$ cat config.mk
export PLATFORM = sky130hd
export DESIGN_NAME = lane_block_tx
export DESIGN_NICKNAME = d
export VERILOG_FILES = /design/src/rtl/lbt_pkg.sv /design/src/rtl/lbt_framer.sv /design/src/rtl/lbt_scrambler.sv /design/src/rtl/lane_block_tx.sv
export SDC_FILE = /design/constraint.sdc
export NUM_CORES = 1
export LEC_CHECK = 0
export CAP_MARGIN = 20
export CELL_PAD_IN_SITES_DETAIL_PLACEMENT = 1
export CELL_PAD_IN_SITES_GLOBAL_PLACEMENT = 1
export CORE_ASPECT_RATIO = 0.9
export CORE_MARGIN = 1
export CORE_UTILIZATION = 47
export CTS_CLUSTER_SIZE = 16
export DETAILED_ROUTE_END_ITERATION = 10
export PLACE_DENSITY = 0.95
export SLEW_MARGIN = 20
export SYNTH_ARGS = -nofsm -noshare
export SYNTH_HDL_FRONTEND = slang
export SYNTH_SLANG_ARGS = --single-unit
$ cat constraint.sdc
create_clock -name clk -period 5.21 [get_ports clk]
set_clock_uncertainty 0.05 [all_clocks]
set_input_delay 1.042 -clock clk [delete_from_list [all_inputs] [get_ports clk]]
set_output_delay 1.042 -clock clk [all_outputs]
set_load 0.03 [all_outputs]
$ cat src/rtl/lbt_pkg.sv
package lbt_pkg;
  localparam int LFSR_W = 23;
  localparam int SYM_W  = 8;
  localparam logic [LFSR_W-1:0] SEED = 23'h1DBFBC;
  localparam logic [1:0] HDR_DATA = 2'b10;
  localparam logic [1:0] HDR_OS   = 2'b01;

  typedef struct packed {
    logic [LFSR_W-1:0] next;
    logic [SYM_W-1:0]  mask;
  } scr_step_t;

  // Steps the LFSR once per symbol bit; mask bit i is the output bit of step i.
  function automatic scr_step_t scr_step(input logic [LFSR_W-1:0] s);
    scr_step_t r;
    logic [LFSR_W-1:0] t;
    t = s;
    r.mask = '0;
    for (int i = 0; i < SYM_W; i++) begin
      r.mask[i] = t[22];
      t = {t[21:0], t[22] ^ t[20] ^ t[17] ^ t[14] ^ t[6] ^ t[1]};
    end
    r.next = t;
    return r;
  endfunction
endpackage

$ cat src/rtl/lbt_framer.sv
module lbt_framer #(
  parameter int SYMS = 16
) (
  input  logic clk,
  input  logic rst_n,
  input  logic vld_in,
  input  logic sob_in,
  input  logic is_os_in,
  output logic beat_ok,
  output logic beat_os,
  output logic beat_first
);
  localparam int IW = $clog2(SYMS) + 1;

  logic          open_q;
  logic          os_q;
  logic [IW-1:0] idx_q;
  logic [IW-1:0] cur_idx;
  logic          last_sym;

  assign beat_ok    = vld_in && (sob_in || open_q);
  assign beat_first = beat_ok && sob_in;
  assign cur_idx    = sob_in ? '0 : idx_q;
  assign beat_os    = sob_in ? is_os_in : os_q;
  assign last_sym   = (cur_idx == IW'(SYMS - 1));

  always_ff @(posedge clk or negedge rst_n) begin
    if (!rst_n) begin
      open_q <= 1'b0;
      os_q   <= 1'b0;
      idx_q  <= '0;
    end else if (beat_ok) begin
      open_q <= !last_sym;
      os_q   <= beat_os;
      idx_q  <= cur_idx + 1'b1;
    end
  end

  a_r1_idx_in_range: assert property (@(posedge clk) disable iff (!rst_n)
    open_q |-> (idx_q < IW'(SYMS)));
  a_r1_block_closes: assert property (@(posedge clk) disable iff (!rst_n)
    (beat_ok && last_sym) |=> !open_q);
endmodule

$ cat src/rtl/lbt_scrambler.sv
module lbt_scrambler
  import lbt_pkg::*;
(
  input  logic             clk,
  input  logic             rst_n,
  input  logic             advance,
  input  logic             reload,
  output logic [SYM_W-1:0] mask
);
  logic [LFSR_W-1:0] state_q;
  scr_step_t         step;

  assign step = scr_step(state_q);
  assign mask = step.mask;

  always_ff @(posedge clk or negedge rst_n) begin
    if (!rst_n)       state_q <= SEED;
    else if (reload)  state_q <= SEED;
    else if (advance) state_q <= step.next;
  end

  a_r4_never_zero: assert property (@(posedge clk) disable iff (!rst_n)
    state_q != '0);
  a_r6_reload_seed: assert property (@(posedge clk) disable iff (!rst_n)
    reload |=> state_q == SEED);
  a_r5_hold_when_idle: assert property (@(posedge clk) disable iff (!rst_n)
    (!advance && !reload) |=> $stable(state_q));
endmodule

$ cat src/rtl/lane_block_tx.sv
module lane_block_tx
  import lbt_pkg::*;
#(
  parameter int SYMS = 16
) (
  input  logic             clk,
  input  logic             rst_n,
  input  logic             sym_vld_in,
  input  logic             sob_in,
  input  logic             is_os_in,
  input  logic             eios_in,
  input  logic [SYM_W-1:0] sym_in,
  output logic             sym_vld,
  output logic [SYM_W-1:0] sym_out,
  output logic             hdr_vld,
  output logic [1:0]       hdr_bits
);
  logic             beat_ok, beat_os, beat_first;
  logic             scr_adv, scr_reload;
  logic [SYM_W-1:0] scr_mask;

  lbt_framer #(.SYMS(SYMS)) i_framer (
    .clk(clk), .rst_n(rst_n), .vld_in(sym_vld_in), .sob_in(sob_in),
    .is_os_in(is_os_in), .beat_ok(beat_ok), .beat_os(beat_os),
    .beat_first(beat_first)
  );

  assign scr_adv    = beat_ok && !beat_os;
  assign scr_reload = beat_first && is_os_in && eios_in;

  lbt_scrambler i_scr (
    .clk(clk), .rst_n(rst_n), .advance(scr_adv), .reload(scr_reload),
    .mask(scr_mask)
  );

  always_ff @(posedge clk or negedge rst_n) begin
    if (!rst_n) begin
      sym_vld  <= 1'b0;
      sym_out  <= '0;
      hdr_vld  <= 1'b0;
      hdr_bits <= HDR_DATA;
    end else begin
      sym_vld <= beat_ok;
      hdr_vld <= beat_first;
      if (beat_ok)    sym_out  <= scr_adv ? (sym_in ^ scr_mask) : sym_in;
      if (beat_first) hdr_bits <= is_os_in ? HDR_OS : HDR_DATA;
    end
  end

  a_r1_hdr_with_symbol: assert property (@(posedge clk) disable iff (!rst_n)
    hdr_vld |-> sym_vld);
  a_r2_legal_header: assert property (@(posedge clk) disable iff (!rst_n)
    hdr_vld |-> (hdr_bits == HDR_DATA || hdr_bits == HDR_OS));
  a_r5_os_passthrough: assert property (@(posedge clk) disable iff (!rst_n)
    (beat_ok && beat_os) |=> sym_out == $past(sym_in));
  a_r7_stray_dropped: assert property (@(posedge clk) disable iff (!rst_n)
    (sym_vld_in && !beat_ok) |=> !sym_vld);
endmodule

* Word level (Yosys, flattened, before mapping)
Cells that the tools add are included.
** Cells by class
- Reductions and logical operators :: 9
- $lt $le $gt $ge :: 0
- Multiply operators :: 0
- Add/subtract/negate cells :: 1
- Equal/unequal tests :: 1
- Multiplexer cells :: 6
- Divide/modulo/power cells :: 0
- Shift-type cells :: 0
- Bitwise gates (word level) :: 41
** Operator list (number)
- $mux W23 :: 2
- $xor A1 B1 Y1 :: 40
- $mux W8 :: 1
- $xor A8 B8 Y8 :: 1
- $add A5 B1 Y5 const B :: 1
- $eq A5 B4 Y1 const B :: 1
- $logic_and A1 B1 Y1 :: 5
- $mux W5 :: 1
- $logic_not A1 Y1 :: 2
- $mux W2 :: 1
- $reduce_bool A2 Y1 :: 1
- $logic_or A1 B1 Y1 :: 1
- $mux W1 :: 1
** Word-level totals
- Bits in read-only memories :: 0
- Memories :: 0
- Logic and storage cells :: 66
- Input port bits :: 14
- Bits in latches :: 0
- Output and inout bits :: 12
- Bits in writable memories :: 0
- Register bits after elaboration :: 42

* Longest topological paths before layout
- Depth in word-level cells :: 10
- Mapped depth :: 8
- Gate-level depth less buffers :: 6

* Cells and area by module
A second synthesis with hierarchy kept.
** Unflattened totals
- Cells, all modules :: 217
- Area, all modules :: 2434.8 µm²
** By module, submodules not included
- lbt_scrambler :: seq. area each 595.6 µm², instances 1, cells an instance 118, area an instance 1397.6 µm²
- lane_block_tx :: seq. area each 301.5 µm², instances 1, cells an instance 60, area an instance 645.6 µm²
- lbt_framer :: seq. area each 175.2 µm², instances 1, cells an instance 39, area an instance 391.6 µm²

* Worst setup path after synthesis
OpenSTA, ideal clock, no wires.
- Path type :: input port to flip-flop
- From :: in sob_in
- To :: reg i_scr.state_q[7]
- Path buffers :: 2
- Required time :: 5.087 ns
- Setup time :: 0.073 ns
- Setup slack :: 2.545 ns
- Arrival :: 2.542 ns
- Stages :: 7
- Cell sequence :: buf_2 -> mux2i_1 -> nand2_1 -> o21ai_1 -> buf_2 -> nor2_1 -> a21oi_1
** On the way
- Cells in the longest elaborated chain, start to end :: 6
- Elaborated cells on any way between the ends :: 10
- Classes of those cells :: mux: 2; reduce/logical: 8
** Ends and longest elaborated chain
- from (decl) :: line lane_block_tx.sv:9 : input logic sob_in,
- $logic_or A1 B1 Y1 :: line lbt_framer.sv:21 : assign beat_ok = vld_in && (sob_in || open_q);
- $logic_and A1 B1 Y1 :: line lbt_framer.sv:21
- $logic_and A1 B1 Y1 :: line lbt_framer.sv:22 : assign beat_first = beat_ok && sob_in;
- $logic_and A1 B1 Y1 (2 in a row) :: line lane_block_tx.sv:29 : assign scr_reload = beat_first && is_os_in && eios_in;
- $mux W23 / $reduce_bool A2 Y1 (equally long branches)
- to (signal assigned) :: line lbt_scrambler.sv:19 : else if (advance) state_q <= step.next;
- to (decl) :: line lbt_scrambler.sv:10 : logic [LFSR_W-1:0] state_q;
Several ways; a longest one is shown, not always the timed one.
A chain may end at the register's enable or synchronous reset.

* Final worst setup path
- From :: in sob_in
- To :: reg i_scr.state_q[2]
The elaborated chain is that of the path after synthesis.

==> metrics <==
outcome=complete, no violations; H-tree Lvls=2; main area contributors after synthesis=dfrtp_1 30%, dfstp_2 22%, xor2_1 6.8%; die area=4640 um2; CTS tree=yes; Place WS=1.07 ns; postcts setup bufs=0; CP arrival=3.73 ns; total of warnings raised by yosys=0; Yosys top cell area share=30.4%; Clock Latency Late Sink=0.31 ns; Gate Count Post-Synth=176; Root Buffer=clkbuf_8; DR DRC count=0; IR drop worst, VDD=337 uV; Power Dens Cells=between 800 and 900 nW/um2; layout net count=around 220; Reg clk slew, reported paths=0.08 ns; initial antenna violation count=0; syn avg cell area=11.7 um2; maximum capacitance violations=0; Tcrit/Tclk final=68.0%; Slew HR=between 30 and 40%; TNS Setup=0 ns; Port Buf Inserts=25; row cnt=22; Synthesized Nets=about 190; WP data required=5.39 ns; number of vias per cell=5.52; Seq/Total Area, Yosys=52.2%; maximum clock rate=282 MHz; clock tree buffer depth=2; Synth area leader=dfrtp_1; most frequent cells in the layout=29 x nand2_1, 25 x dfrtp_1, 24 x clkdlybuf4s50_1; Final HPWL DP=3350 um; routability cong.=0.744; First-pass DRT Iterations=4; GRT Total Usage=24.0%; layout cells sized above 1=15.7%; starting density of the core=49.8%; Post-Route WL=4720 um; unrepaired setup endpoints after global routing=false; Min-Delay Path Class=register to register; Inserted Diodes=0; # clock sinks=42; post-route ant nets=0; hold_buf cts=0; cts repair resizes=0; Die Ht=64.7 um; DRT iter0 DRCs=between 50 and 60; Synth-to-Final Area Change=18.2%; Setup CP Type=input pin to register; commonest non-fill, non-tap cell in the layout=nand2_1; post-synthesis register bit count=42; CP startpoint kind=input pin; Final Max Tran Viols=0; chip width=71.7 um; Cell variety after synth=28; Core ar.=~4100 um2; drt wl/cell=18.7 um; Final min period=3.54 ns; placed cell area=between 2000 and 2500 um2; Multi-input gate area=955 um2; fin area=2430 um2; Worst setup EP type=register; P_leak=1.06 nW; slew at the pin closest to its max-slew limit=0.923 ns; number of hold violations in the final report=0; via count=1,390; GRT Residual Overflow=0; fill count=~430; Worst Slack Setup Final=1.67 ns; Ports=26; Finish-stage setup viols=0; Syn Std Cell Area=between 2000 and 2500 um2; Inserted Clock Buffers=5; largest net degree at the start of global routing=43; Critical Path Fanout Max=16; global-route wire length before repair=8080 um; vias in the first global route=1,664; Reg area=1070 um2
flip-flops by register name (all words and copies together) (netlist names):
name             cells
i_scr.state_q       23
i_framer.os_q        1
sym_vld              1
sym_out              8
hdr_bits             2
i_framer.idx_q       5
hdr_vld              1
i_framer.open_q      1
Yosys cell counts:
library cell  number
xnor3_1            6
xnor3_2            1
a22o_1             7
and2_1             1
mux2i_1            1
nand3_1            1
clkbuf_1           4
xor2_1            16
o22a_2             2
nor2b_1            2
dfstp_2           17
inv_1              2
a31oi_1            1
xnor2_2            1
dfrtp_1           25
nand2_1           29
nor3_1             1
nand2b_1           1
buf_2              2
o22a_1            11
o21ai_0           16
a21oi_1            4
and4b_1            1
xnor2_1           14
mux2_2             1
ha_1               2
nor2_1             5
o21ai_1            2
cell type report:
cell class	instances	share of cell area [%]
Tap cell	48	2.47
Timing Repair Buffer	26	10.4
Inverter	2	0.309
Multi-Input combinational cell	126	39.3
Clock inverter	2	0.412
Clock buffer	6	2.99
Sequential cell	42	44.1
per-stage QoR:
step | cells | total power [W] | hold slack (ns) | utilization (%)
after floorplan | 176 | 0.00151 | 0.401 | -
after global placement | 244 | 0.00170 | 0.409 | 56.8
after global routing | 252 | 0.00210 | 0.464 | 58.8
after CTS | 252 | 0.00199 | 0.439 | 58.8
final | 252 | 0.00198 | 0.433 | 58.8
after detailed placement | 244 | 0.00177 | 0.421 | 56.8
final timing paths:
kind                                                     from                       endpoint  slack (ns)  cells after the start
worst max-delay path                                   sob_in   i_scr.state_q[2]$_DFFE_PN1P_        1.67                      6
worst max register to register  i_scr.state_q[16]$_DFFE_PN1P_   i_scr.state_q[0]$_DFFE_PN0P_        2.80                      5
min in group asynchronous                               rst_n  i_framer.idx_q[4]$_DFFE_PN0N_        0.82                      1
worst min register to register         sym_out[1]$_DFFE_PN0N_         sym_out[1]$_DFFE_PN0N_        0.43                      2
max in group asynchronous                               rst_n  i_scr.state_q[17]$_DFFE_PN0P_        3.72                      1
worst min-delay path                   sym_out[1]$_DFFE_PN0N_         sym_out[1]$_DFFE_PN0N_        0.43                      2
power breakdown:
part	total (W)	switching (W)	internal, W
registers	0.000591	0.000116	0.000474
logic	0.00118	0.000520	0.000661
clock network	0.000208	0.000116	0.0000930
logic make-up after synthesis:
| logic type | count (synthesis) | share of synthesized area, % |
|---|---|---|
| compound gates | 43 | 14.3 |
| mux | 2 | 1.03 |
| simple gates | 41 | 8.40 |
| fa+ha+maj | 2 | 1.22 |
| xor+xnor | 38 | 21.3 |
| buf+inv | 8 | 1.58 |
| flops | 42 | 52.2 |
worst max-delay path: stages:
cell and delay (ns):
clkdlybuf4s50_1 0.68, mux2i_1 0.72, nand2_1 0.55, o21ai_2 0.46, nor2_1 0.11, a21oi_1 0.16
metal layers:
| metal | share of wire, % | global-route usage (%) | vias up |
|---|---|---|---|
| li1 | - | - | 660 |
| met1 | 43 | 28.0 | 703 |
| met2 | 53 | 43.2 | 19 |
| met3 | 1.9 | 3.42 | 8 |
| met4 | 2.0 | 11.8 | 0 |
| met5 | 0 | 0 | - |
Note: power is estimated with default switching activity, not from simulation.
